--- src/rtl/lsr_pkg.sv ---
package lsr_pkg;

    // operation selected by the two active-low controls
    typedef enum logic [1:0] {
        OP_IDLE  = 2'd0,
        OP_READ  = 2'd1,
        OP_WRITE = 2'd2
    } lsr_op_e;

    function automatic lsr_op_e lsr_decode(input logic en_n, input logic we_n);
        lsr_op_e op;
        if (en_n)      op = OP_IDLE;
        else if (we_n) op = OP_READ;
        else           op = OP_WRITE;
        return op;
    endfunction

endpackage

--- src/rtl/lsr_edge_addr.sv ---
module lsr_edge_addr #(
    parameter int ADDR_W = 4
) (
    input  logic              clk_i,
    input  logic              rst_i,
    input  logic              en_n_i,
    input  logic [ADDR_W-1:0] addr_i,
    output logic [ADDR_W-1:0] sel_addr_o,
    output logic              fall_o
);

    typedef struct packed {
        logic [ADDR_W-1:0] addr;
        logic              en_n_prev;
    } cap_state_t;

    cap_state_t st_d, st_q;
    logic       fall;

    always_comb begin
        st_d = st_q;
        fall = st_q.en_n_prev && !en_n_i;
        if (rst_i) begin
            st_d.addr      = '0;
            st_d.en_n_prev = 1'b1;
        end else begin
            st_d.en_n_prev = en_n_i;
            if (fall) begin
                st_d.addr = addr_i;
            end
        end
    end

    always_ff @(posedge clk_i) begin
        st_q <= st_d;
    end

    // the edge clock itself already uses the incoming address
    assign sel_addr_o = fall ? addr_i : st_q.addr;
    assign fall_o     = fall;

endmodule

--- src/rtl/lsr_store.sv ---
module lsr_store #(
    parameter int ADDR_W = 4,
    parameter int DATA_W = 4
) (
    input  logic                            clk_i,
    input  logic                            wr_en_i,
    input  logic [ADDR_W-1:0]               addr_i,
    input  logic [DATA_W-1:0]               wr_data_i,
    output logic [DATA_W-1:0]               rd_word_o,
    output logic [(1<<ADDR_W)*DATA_W-1:0]   words_flat_o
);

    localparam int DEPTH = 1 << ADDR_W;

    logic [DEPTH-1:0][DATA_W-1:0] words_d, words_q;
    logic [DEPTH-1:0]             hit;

    // one-hot word select
    for (genvar w = 0; w < DEPTH; w++) begin : g_sel
        assign hit[w] = wr_en_i && (addr_i == ADDR_W'(w));
    end

    always_comb begin
        words_d = words_q;
        for (int w = 0; w < DEPTH; w++) begin
            if (hit[w]) begin
                words_d[w] = wr_data_i;
            end
        end
    end

    // storage is deliberately not reset
    always_ff @(posedge clk_i) begin
        words_q <= words_d;
    end

    assign rd_word_o    = words_q[addr_i];
    assign words_flat_o = words_q;

endmodule

--- src/rtl/lsr_out_stage.sv ---
module lsr_out_stage
    import lsr_pkg::*;
#(
    parameter int DATA_W = 4
) (
    input  logic              clk_i,
    input  logic              rst_i,
    input  lsr_op_e           op_i,
    input  logic [DATA_W-1:0] word_i,
    output logic [DATA_W-1:0] rd_data_o,
    output logic              rd_oe_o
);

    typedef struct packed {
        logic [DATA_W-1:0] data;
        logic              oe;
    } out_state_t;

    out_state_t st_d, st_q;

    always_comb begin
        st_d.data = '0;
        st_d.oe   = 1'b0;
        if (!rst_i && op_i == OP_READ) begin
            st_d.data = ~word_i;
            st_d.oe   = 1'b1;
        end
    end

    always_ff @(posedge clk_i) begin
        st_q <= st_d;
    end

    assign rd_data_o = st_q.data;
    assign rd_oe_o   = st_q.oe;

endmodule

--- src/rtl/latched_scratch_ram.sv ---
module latched_scratch_ram
    import lsr_pkg::*;
#(
    parameter int ADDR_W = 4,
    parameter int DATA_W = 4
) (
    input  logic              clk_i,
    input  logic              rst_i,
    input  logic [ADDR_W-1:0] addr_i,
    input  logic [DATA_W-1:0] wr_data_i,
    input  logic              mem_en_ni,
    input  logic              wr_en_ni,
    output logic [DATA_W-1:0] rd_data_o,
    output logic              rd_oe_o
);

    localparam int DEPTH  = 1 << ADDR_W;
    localparam int FLAT_W = DEPTH * DATA_W;

    lsr_op_e           op;
    logic [ADDR_W-1:0] sel_addr;
    logic              en_fall;
    logic [DATA_W-1:0] cur_word;
    logic [FLAT_W-1:0] mem_flat;
    logic              do_write;

    assign op       = lsr_decode(mem_en_ni, wr_en_ni);
    assign do_write = !rst_i && (op == OP_WRITE);

    lsr_edge_addr #(.ADDR_W(ADDR_W)) u_cap (
        .clk_i      (clk_i),
        .rst_i      (rst_i),
        .en_n_i     (mem_en_ni),
        .addr_i     (addr_i),
        .sel_addr_o (sel_addr),
        .fall_o     (en_fall)
    );

    lsr_store #(.ADDR_W(ADDR_W), .DATA_W(DATA_W)) u_store (
        .clk_i        (clk_i),
        .wr_en_i      (do_write),
        .addr_i       (sel_addr),
        .wr_data_i    (wr_data_i),
        .rd_word_o    (cur_word),
        .words_flat_o (mem_flat)
    );

    lsr_out_stage #(.DATA_W(DATA_W)) u_out (
        .clk_i     (clk_i),
        .rst_i     (rst_i),
        .op_i      (op),
        .word_i    (cur_word),
        .rd_data_o (rd_data_o),
        .rd_oe_o   (rd_oe_o)
    );

endmodule

--- config.mk ---
export PLATFORM = sky130hd
export DESIGN_NAME = latched_scratch_ram
export DESIGN_NICKNAME = d
export VERILOG_FILES = /design/src/rtl/lsr_pkg.sv /design/src/rtl/lsr_edge_addr.sv /design/src/rtl/lsr_store.sv /design/src/rtl/lsr_out_stage.sv /design/src/rtl/latched_scratch_ram.sv
export SDC_FILE = /design/constraint.sdc
export NUM_CORES = 1
export LEC_CHECK = 0
export BUFFER_PORTS_ARGS = -buffer_cell sky130_fd_sc_hd__buf_2
export CAP_MARGIN = 25
export CORE_ASPECT_RATIO = 1.2
export CORE_MARGIN = 2
export CORE_UTILIZATION = 64
export CTS_BUF_LIST = sky130_fd_sc_hd__clkbuf_8
export DETAILED_ROUTE_END_ITERATION = 6
export PLACE_DENSITY = 0.85
export SYNTH_ARGS = -nofsm -noshare
export SYNTH_HDL_FRONTEND = slang
export SYNTH_SLANG_ARGS = --single-unit
--- constraint.sdc ---
create_clock -name clk_i -period 2.46 [get_ports clk_i]
set_clock_uncertainty 0.05 [all_clocks]
set_input_delay 0 -clock clk_i [delete_from_list [all_inputs] [get_ports clk_i]]
set_output_delay 0 -clock clk_i [all_outputs]
set_load 0.02 [all_outputs]
After elaboration in Yosys (flattened, before gate mapping):

Index checks and enable logic that the tools add are counted.
W data, S select, Z words.

* flip-flop bits (word level): 74
* bits of input ports: 12
* output and inout port bits: 5
* logic and storage cells: 67

* order comparisons: 1
* eq/ne operators: 17
* mux-type cells: 6
* bitwise operators: 1
* reduce and logical (&&, ||, !) cells: 22

Operators with widths (number)
* $eq A4 B4 Y1 const B: 8
* $logic_and A1 B1 Y1: 19
* $bmux W4 S4: 1
* $eq A4 B3 Y1 const B: 4
* $eq A4 B2 Y1 const B: 2
* $mux W4: 2
* $lt A4 B5 Y1 const B: 1
* $eq A4 B1 Y1 const B: 1
* $logic_not A4 Y1: 1
* $mux W2: 2
* $not A4 Y4: 1
* $eq A2 B1 Y1 const B: 1
* $eq A2 B2 Y1 const B: 1
* $logic_not A1 Y1: 2
* $mux W1: 1

Longest topological paths before layout:

Gate-level depths: netlist of the first run.

* depth in word-level cells: 6
* mapped depth: 7
* depth with buffers taken out: 5

Hierarchy:

Synthesis of the first run repeated with hierarchy kept, for this count alone.

* cells, all modules: 166
* area, all modules: 3022.9 um^2

Modules (own cells, without submodules)
* lsr_store: times used 1, cells an instance 129, area each 2578.7 um^2, seq. area each 1921.8 um^2
* lsr_edge_addr: times used 1, cells an instance 24, area each 281.5 um^2, seq. area each 100.1 um^2
* lsr_out_stage: times used 1, cells an instance 10, area each 142.6 um^2, seq. area each 100.1 um^2
* latched_scratch_ram: times used 1, cells an instance 3, area each 20.0 um^2, seq. area each 0.0 um^2

Least setup slack after synthesis of the first run:

OpenSTA, ideal clock, no wires.

* path type: register to register
* start: register u_cap.st_q[0] (netlist name)
* end: register u_store.words_q, in the netlist u_store.words_flat_o[32] (enable)
* library setup time: 0.329 ns
* arrival: 1.547 ns
* data required time: 2.081 ns
* path slack: 0.533 ns
* stages on the path, launching flop included: 7
* path buffers: 2
* clock period less this slack: 1.927 ns
* path through: dfxtp_1 nor2b_2 buf_6 buf_4 mux2i_1 nand2_1 nor2_1

* cells in the longest elaborated chain, start to end: 4

RTL lines
* start: declaration: RTL line lsr_edge_addr.sv:17 `cap_state_t st_d, st_q;`
* start signal: assignment: RTL line lsr_edge_addr.sv:35 `st_q <= st_d;`
* $logic_and A1 B1 Y1: RTL line lsr_edge_addr.sv:22 `fall = st_q.en_n_prev && !en_n_i;`
* $mux W4: RTL line lsr_edge_addr.sv:39 `assign sel_addr_o = fall ? addr_i : st_q.addr;`
* $eq A4 B4 Y1: RTL line lsr_store.sv:20 `assign hit[w] = wr_en_i && (addr_i == ADDR_W'(w));`
* $logic_and A1 B1 Y1: RTL line lsr_store.sv:20
* net u_store.hit[8]: RTL line lsr_store.sv:16 `logic [DEPTH-1:0] hit;`
* end signal: assignment: RTL line lsr_store.sv:34 `words_q <= words_d;`
* end: declaration: RTL line lsr_store.sv:15 `logic [DEPTH-1:0][DATA_W-1:0] words_d, words_q;`

The timed path passes the listed nets, and every way through them passes these cells.
A chain may end at the register's enable or synchronous reset.

Worst setup path after layout of the first run:

* start: register u_cap.st_q[0] (netlist name)
* end: register u_out.st_q, in the netlist u_out.rd_data_o[0]

* cells in the longest elaborated chain, start to end: 5

RTL lines
* $logic_and A1 B1 Y1: RTL line lsr_edge_addr.sv:22
* $mux W4: RTL line lsr_edge_addr.sv:39
* $bmux W4 S4: RTL line lsr_store.sv:37 `assign rd_word_o = words_q[addr_i];`
* $mux W4 (implied by the code): RTL line lsr_store.sv:37
* $not A4 Y4: RTL line lsr_out_stage.sv:25 `st_d.data = ~word_i;`
* end signal: assignment: RTL line lsr_out_stage.sv:31 `st_q <= st_d;`
* end: declaration: RTL line lsr_out_stage.sv:19 `out_state_t st_d, st_q;`

Every way passes these cells. The select of a mux whose other input is x is not followed.

==> impl_metrics.env, run 1 <==
export IMPL_status="finished, final reports clean"
export IMPL_p_leak_nw=1.509
export IMPL_syn_to_final_growth_pct=11.39
export IMPL_die_w_um=73.84
export IMPL_core_um2=5668
export IMPL_wl_met2_um=4319
export IMPL_place_gp_congestion=0.9011
export IMPL_finalPower_mw=2.783
export IMPL_arrival_ps=2360
export IMPL_antenna_found_initial=0
export IMPL_startpoint="u_cap.st_q[0]"
export IMPL_vias_per_cell=6.155
export IMPL_dr_wl_met3_um=468
export IMPL_crit_end="u_out.rd_data_o[0]"
export IMPL_hold_class="input pin to flip-flop"
export IMPL_timing_rr_end="u_out.rd_data_o[0]"
export IMPL_wirelength_um=8245
export IMPL_numClockSinks=74
export IMPL_syn_nets=332
export IMPL_power_density_nw_per_um2=667.0
export IMPL_grt_pass1_vias=2601
export IMPL_drt_met1_wl_um=3326
export IMPL_ys_top_cells_by_area="edfxtp_1 (51%), mux2i_1 (18%), nor2_1 (8.5%)"
export IMPL_crit_type="flip-flop to flip-flop"
export IMPL_drt_iter0_markers=288
export IMPL_grtUsageTotal=0.2747
export IMPL_drive_gt1_frac=0.1425
export IMPL_dr_pass1_iters=5
export IMPL_clkSlewWorstSetupHoldPaths_ps=80
export IMPL_die_area_um2=6484
export IMPL_hold_violations=0
export IMPL_grt_pass1_wl_um=12790
export IMPL_dieHeight_um=87.81
export IMPL_finalSetupViolCount=0
export IMPL_syn_area_per_cell_um2=11.71
export IMPL_cts_buffer_depth=2
export IMPL_cts_buffers=9
export IMPL_dpl_hpwl_um=5626
export IMPL_ys_seq_elements=74
export IMPL_top_layer_used="met4"
export IMPL_n_antenna_cell=0
export IMPL_grt_max_degree=19
export IMPL_synth_cell_type_count=28
export IMPL_slew_viol_final=0
export IMPL_overflow=0
export IMPL_min_path_cells=1
export IMPL_cap_violations=0
export IMPL_worstPathMaxFanout=16
export IMPL_irDropWorstVdd_uv=766.9
export IMPL_start_util=0.6609
export IMPL_cts_root_buf="clkbuf_8"
export IMPL_tightest_slew_ps=556.3
export IMPL_vias=2653
export IMPL_htree_num_levels=3
export IMPL_yosys_area_top_type_share=0.5130
export IMPL_rsz0062_at_grt="false"
export IMPL_ant_nets=0
export IMPL_crit_required_ps=2620
export IMPL_ys_warn_count=0
export IMPL_r2r_cells=6
export IMPL_syn_area_um2=3746
export IMPL_timing_rr_start="u_cap.st_q[0]"
export IMPL_finalCritPeriodShare=0.8933
export IMPL_layout_nets=358
export IMPL_synth_cells=320
export IMPL_io_pins=17
export IMPL_insertion_delay_ps=350
export IMPL_yosys_area_top_type="edfxtp_1"
export IMPL_maxSlewHeadroom=0.6291
export IMPL_r2r_slack_ps=260
export IMPL_post_cts_buffers=0
export IMPL_wl_per_cell_um=19.13
export IMPL_row_count=30
export IMPL_fmax_mhz=455.1
export IMPL_fin_setup_tns_ps=0
export IMPL_drc=0
export IMPL_crit_path_start_kind="flip-flop"
export IMPL_fin_crit_ps=2198
export IMPL_port_buffers=16
export IMPL_cts_tree="yes"
export IMPL_synth_yosys_seq_area_share=0.5665
export IMPL_endpoint_kind="flip-flop"
## cell usage after synthesis, drive strengths merged
master,instances
nor2,85
buf,14
o22ai,4
dfxtp,10
edfxtp,64
and4b,1
nand2,12
o21ai,1
nor3,33
nor4bb,1
nand2b,4
inv,3
nor4b,1
or2,2
nor2b,1
nor4,8
clkbuf,2
and4bb,1
nor3b,1
mux2i,66
a31oi,4
a21oi,2
## worst min-delay path by stage
| stage | from | to | slack, ps |
|---|---|---|---|
| detailed placement | rst_i | u_cap.st_q[1] | 190 |
| global placement | rst_i | u_cap.st_q[1] | 190 |
| finish | wr_data_i[3] | u_store.words_flat_o[3] | 9 |
| global route | wr_data_i[3] | u_store.words_flat_o[43] | 10 |
| CTS | wr_data_i[2] | u_store.words_flat_o[42] | 0.7 |
| floorplan | rst_i | u_cap.st_q[1] | 20 |
## registers in the layout, summed over array words and instances (netlist names)
register,cells
u_cap.st_q,5
u_out.rd_data_o,4
u_out.rd_oe_o,1
u_store.words_flat_o,64
## routing by layer
| layer | global-route usage | vias to the layer above |
|---|---|---|
| li1 | - | 1220 |
| met1 | 0.3354 | 1300 |
| met2 | 0.4732 | 120 |
| met3 | 0.05063 | 13 |
| met4 | 0.1207 | 0 |
| met5 | 0 | - |
## worst max-delay path, cell delays in order, from the launching register on
cell and delay (ps):
dfxtp_1 470, nand2b_4 150, buf_4 230, a31oi_4 370, nor3_1 120, nor4_1 490, o22ai_1 170
## stage by stage
| stage | utilization | setup slack [ps] | instances | area (µm²) | hold WS (ps) |
|---|---|---|---|---|---|
| 2_1_floorplan | - | 533.4 | 320 | 3746 | 19.07 |
| 3_3_place_gp | 0.6815 | 196.9 | 408 | 3862 | 185.4 |
| 3_5_place_dp | 0.6815 | 66.52 | 408 | 3862 | 186.9 |
| 4_1_cts | 0.7329 | 40.96 | 430 | 4154 | 0.6826 |
| 5_1_grt | 0.7362 | 101.9 | 431 | 4173 | 9.749 |
| 6_report | 0.7362 | 262.5 | 431 | 4173 | 8.774 |
## report_power, final
group / switching [mW] / internal [mW] / total [mW]
Combinational: 0.181 / 0.116 / 0.297
Sequential: 0.0143 / 1.38 / 1.39
Clock: 0.434 / 0.663 / 1.10
Total: 0.629 / 2.15 / 2.78
## cells in the final DEF, fill, tap and decap left out, types with 2 or more instances in the layout
master / instances
nand2_1: 12
buf_4: 7
dlygate4sd3_1: 7
mux2i_1: 65
clkbuf_8: 9
nor4_1: 8
nand2b_1: 3
o22ai_1: 4
nor2_1: 85
bufinv_16: 3
buf_2: 16
inv_1: 2
nor3_1: 33
dfxtp_1: 9
clkinv_1: 2
or2_1: 2
edfxtp_1: 64
clkinv_2: 2
a31oi_4: 3
## area by class of cell
cell class / instances / area, µm²
Sequential cell: 74 / 2123
Fill cell: 375 / 1495
Multi-Input combinational cell: 227 / 1484
Timing Repair Buffer: 31 / 222.7
Clock buffer: 9 / 123.9
Clock inverter: 7 / 107.6
Tap cell: 80 / 100.1
Inverter: 3 / 11.26
## kinds of logic after synthesis
| family | after synthesis | synth area share |
|---|---|---|
| AND/OR/NAND/NOR | 150 | 0.1854 |
| AO/OA/AOI/OAI | 11 | 0.03206 |
| flip-flops | 74 | 0.5665 |
| multiplexers | 66 | 0.1764 |
| buffers and inverters | 19 | 0.03974 |
## what timing repair did
action,4_1_cts,5_1_grt
endpoints found under the setup margin,0,32
gates resized for setup,0,2
hold buffers,6,1
hold endpoints to repair,6,2
(Power assumes the default switching activity.)
==> run 2: changes to the inputs <==
- CORE_UTILIZATION: 64 -> 42
- PLACE_DENSITY: 0.85 -> 0.61
==> impl_metrics.env, run 2 (synthesized netlist as in run 1, its figures left out) <==
export IMPL_syn_to_final_growth_pct=10.75
export IMPL_n_antenna_cell=0
export IMPL_worstPathMaxFanout=21
export IMPL_status="finished, final reports clean"
export IMPL_fillers=799
export IMPL_largest_register_ffs=64
export IMPL_grtUsageTotal=0.1758
export IMPL_stdcell_area_um2=4149
export IMPL_vias=2432
export IMPL_grt_max_degree=30
export IMPL_cpMaxStageDelayCell="a31oi_2"
export IMPL_drt_iter0_markers=183
export IMPL_dieHeight_um=107.5
export IMPL_layout_nets=358
export IMPL_insertion_delay_ps=340
export IMPL_antenna_found_initial=0
export IMPL_vias_per_cell=5.197
export IMPL_finalCritPeriodShare=0.9105
export IMPL_overflow=0
export IMPL_multi_input_area_um2=1475
export IMPL_grt_pass1_wl_um=12890
export IMPL_hold_violations=0
export IMPL_start_util=0.4350
export IMPL_hold_class="input pin to flip-flop"
export IMPL_fin_cells=468
export IMPL_fin_setup_tns_ps=0
export IMPL_slew_viol_final=0
export IMPL_final_common_cell="nor2_1"
export IMPL_final_cell_mix="nor2_1 (85), mux2i_1 (66), edfxtp_1 (64)"
export IMPL_arrival_ps=2390
export IMPL_wl_per_cell_um=17.10
export IMPL_cp_cell_sequence="nand2b_4 > a31oi_2 > nor3_1 > nor4_1 > o22ai_1"
export IMPL_clkSlewWorstSetupHoldPaths_ps=80
export IMPL_drive_gt1_frac=0.1425
export IMPL_wirelength_um=8002
export IMPL_cts_buffer_depth=2
export IMPL_dr_pass1_iters=5
export IMPL_grt_pass1_vias=2368
export IMPL_core_um2=8611
export IMPL_dp_cells=446
export IMPL_maxSlewHeadroom=0.3997
export IMPL_io_pins=17
export IMPL_die_area_um2=9694
export IMPL_power_density_nw_per_um2=616.8
export IMPL_cts_tree="yes"
export IMPL_die_w_um=90.22
export IMPL_cap_violations=0
export IMPL_finalSetupViolCount=0
export IMPL_cts_buffers=9
export IMPL_fin_crit_ps=2240
export IMPL_crit_required_ps=2610
export IMPL_cpPeakStageDelay_ps=540
export IMPL_numClockSinks=74
export IMPL_holdWs_ps=31.28
export IMPL_crit_path_start_kind="flip-flop"
export IMPL_fmax_mhz=446.4
export IMPL_post_cts_buffers=0
export IMPL_htree_num_levels=3
export IMPL_crit_type="flip-flop to flip-flop"
export IMPL_final_seq_area_um2=2123
export IMPL_ant_nets=0
export IMPL_irDropWorstVdd_uv=232.8
export IMPL_place_gp_congestion=0.7872
export IMPL_place_area_um2=3904
export IMPL_port_buffers=16
export IMPL_r2r_slack_ps=220
export IMPL_drc=0
export IMPL_p_leak_nw=1.485
export IMPL_endpoint_kind="flip-flop"
export IMPL_dpl_hpwl_um=5621
export IMPL_row_count=37
export IMPL_cts_root_buf="clkbuf_8"
export IMPL_tightest_slew_ps=900.4
export IMPL_rsz0062_at_grt="false"
run 2: routing by layer:
layer  global-route usage  share of wire  vias to the layer above
met5                    0              0                        -
met4              0.08352          0.022                        0
met3              0.03291          0.050                       12
met2               0.2723           0.46                       62
met1               0.2399           0.46                     1146
li1                     -              -                     1212
run 2: through the flow:
stage          worst slack [ps]  utilization  power, mW
6_report                  220.1       0.4818      2.559
3_3_place_gp              297.7       0.4534      1.701
5_1_grt                   65.02       0.4818      2.663
3_5_place_dp              266.6       0.4534      1.703
2_1_floorplan             533.4            -      1.622
4_1_cts                   254.0       0.4818      2.581
run 2: layout make-up:
type / instances / share of cell area
Clock buffer: 9 / 0.02986
Clock inverter: 7 / 0.01478
Inverter: 3 / 0.002714
Multi-Input combinational cell: 227 / 0.3555
Sequential cell: 74 / 0.5118
Tap cell: 117 / 0.03528
Timing Repair Buffer: 31 / 0.05006
run 2: critical path, delay by kind of cell (launching register included):
family	cells	cell delay, ps
AOI/OAI and AO/OA	2	710
and+or+nand+nor	3	850
DFF	1	470
run 2: what timing repair did:
item,CTS,global route
resized for setup,0,0
endpoints found under the hold margin,6,0
hold buffers,6,0
run 2: report_power, final:
part / internal [mW] / switching (mW) / total, mW
Combinational: 0.114 / 0.179 / 0.292
Sequential: 1.38 / 0.0145 / 1.39
Clock: 0.457 / 0.420 / 0.877
Total: 1.95 / 0.613 / 2.56
run 2: worst paths after layout:
kind                  from                       end  cells past startpoint
min           wr_data_i[0]  u_store.words_flat_o[40]                      1
max          u_cap.st_q[0]        u_out.rd_data_o[3]                      5
min reg2reg  u_cap.st_q[3]             u_cap.st_q[3]                      2
max reg2reg  u_cap.st_q[0]        u_out.rd_data_o[3]                      5
==> run 3: changes to the inputs <==
- BUFFER_PORTS_ARGS: -buffer_cell sky130_fd_sc_hd__buf_2 -> -buffer_cell sky130_fd_sc_hd__clkbuf_2
- CAP_MARGIN: 25 -> not set
==> impl_metrics.env, run 3 (synthesized netlist as in run 1, its figures left out) <==
export IMPL_status="finished, final reports clean"
export IMPL_maxSlewHeadroom=0.6480
export IMPL_port_buffers=16
export IMPL_wl_per_cell_um=17.92
export IMPL_crit_path_start_kind="flip-flop"
export IMPL_tightest_slew_ps=523.2
export IMPL_fmax_mhz=453.0
export IMPL_grtUsageTotal=0.1841
export IMPL_crit_required_ps=2430
export IMPL_die_w_um=90.22
export IMPL_insertion_delay_ps=340
export IMPL_io_pins=17
export IMPL_p_leak_nw=1.464
export IMPL_slew_viol_final=0
export IMPL_dieHeight_um=107.5
export IMPL_holdBufCountCts=5
export IMPL_final_common_cell="nor2_1"
export IMPL_cap_violations=0
export IMPL_finalSetupViolCount=0
export IMPL_htree_num_levels=3
export IMPL_grt_max_degree=26
export IMPL_irDropWorstVdd_uv=282.8
export IMPL_hold_class="input pin to flip-flop"
export IMPL_largest_register_ffs=64
export IMPL_numClockSinks=74
export IMPL_core_um2=8611
export IMPL_power_density_nw_per_um2=597.6
export IMPL_cts_buffers=9
export IMPL_place_area_um2=3914
export IMPL_antenna_found_initial=0
export IMPL_holdWs_ps=33.21
export IMPL_stdcell_area_um2=4126
export IMPL_final_util=0.4792
export IMPL_overflow=0
export IMPL_fin_crit_ps=2208
export IMPL_arrival_ps=2170
export IMPL_grt_pass1_vias=2459
export IMPL_n_antenna_cell=0
export IMPL_wirelength_um=8333
export IMPL_cts_buffer_depth=2
export IMPL_crit_type="flip-flop to flip-flop"
export IMPL_layout_nets=355
export IMPL_endpoint_kind="flip-flop"
export IMPL_die_area_um2=9694
export IMPL_hold_violations=0
export IMPL_cts_root_buf="clkbuf_8"
export IMPL_worstPathMaxFanout=8
export IMPL_start_util=0.4350
export IMPL_finalCritPeriodShare=0.8974
export IMPL_syn_to_final_growth_pct=10.15
export IMPL_post_cts_buffers=0
export IMPL_r2r_slack_ps=250
export IMPL_place_gp_congestion=0.8277
export IMPL_drc=0
export IMPL_dpl_hpwl_um=5776
export IMPL_fin_setup_tns_ps=0
export IMPL_vias_per_cell=5.254
export IMPL_rsz0062_at_grt="false"
export IMPL_clkSlewWorstSetupHoldPaths_ps=70
export IMPL_ant_nets=0
export IMPL_vias=2443
export IMPL_final_cell_mix="nor2_1 (85), mux2i_1 (66), edfxtp_1 (64)"
export IMPL_row_count=37
export IMPL_cts_tree="yes"
export IMPL_grt_pass1_wl_um=13310
export IMPL_cts_repair_resized=0
export IMPL_dr_pass1_iters=5
export IMPL_drive_gt1_frac=0.1351
export IMPL_drt_iter0_markers=171
[run 3: changes by cell type in the layout (fill, tap and decap cells not counted)]
cell	before	now
buf_4	9	5
buf_2	16	0
clkinv_4	1	2
clkbuf_2	0	16
inv_1	3	4
clkinv_2	3	2
buf_12	0	2
bufinv_16	1	0
dlygate4sd3_1	6	5
[run 3: per-stage QoR]
step                power, mW  instances  setup slack (ps)
detailed placement      1.707        444             293.8
finish                  2.466        465             252.3
floorplan               1.622        320             533.4
CTS                     2.483        465             283.9
global route            2.567        465             2.290
global placement        1.703        444             333.8
[run 3: worst max-delay path: stages (launching register included)]
cell      delay (ps)
dfxtp_1          470
nor2b_2          310
mux2i_1          490
nand2b_1         240
nor2_1           340
[run 3: layout make-up]
| class | instances | area (µm²) |
|---|---|---|
| clock buffers | 9 | 123.9 |
| repair buffers | 28 | 207.7 |
| multi-input cells | 227 | 1475 |
| fillers | 787 | 4484 |
| clock inverters | 7 | 38.79 |
| well taps | 117 | 146.4 |
| inverters | 3 | 11.26 |
| flip-flops and latches | 74 | 2123 |
[run 3: metal layers]
| metal | track usage | part of all wire | wire length, µm |
|---|---|---|---|
| met2 | 0.3169 | 0.51 | 4234 |
| met5 | 0 | 0 | 0 |
| met1 | 0.2325 | 0.43 | 3543 |
| met3 | 0.04202 | 0.054 | 447 |
| met4 | 0.05604 | 0.013 | 107 |
[run 3: worst paths after layout]
kind                  from                        to  cells past startpoint
max          u_cap.st_q[0]  u_store.words_flat_o[43]                      4
min              addr_i[2]             u_cap.st_q[3]                      3
max reg2reg  u_cap.st_q[0]  u_store.words_flat_o[43]                      4
min reg2reg  u_cap.st_q[1]             u_cap.st_q[1]                      2
[run 3: power by group]
part	total, mW	internal (mW)	switching, mW
clock network	0.781	0.355	0.426
registers	1.39	1.38	0.0153
logic	0.294	0.114	0.180
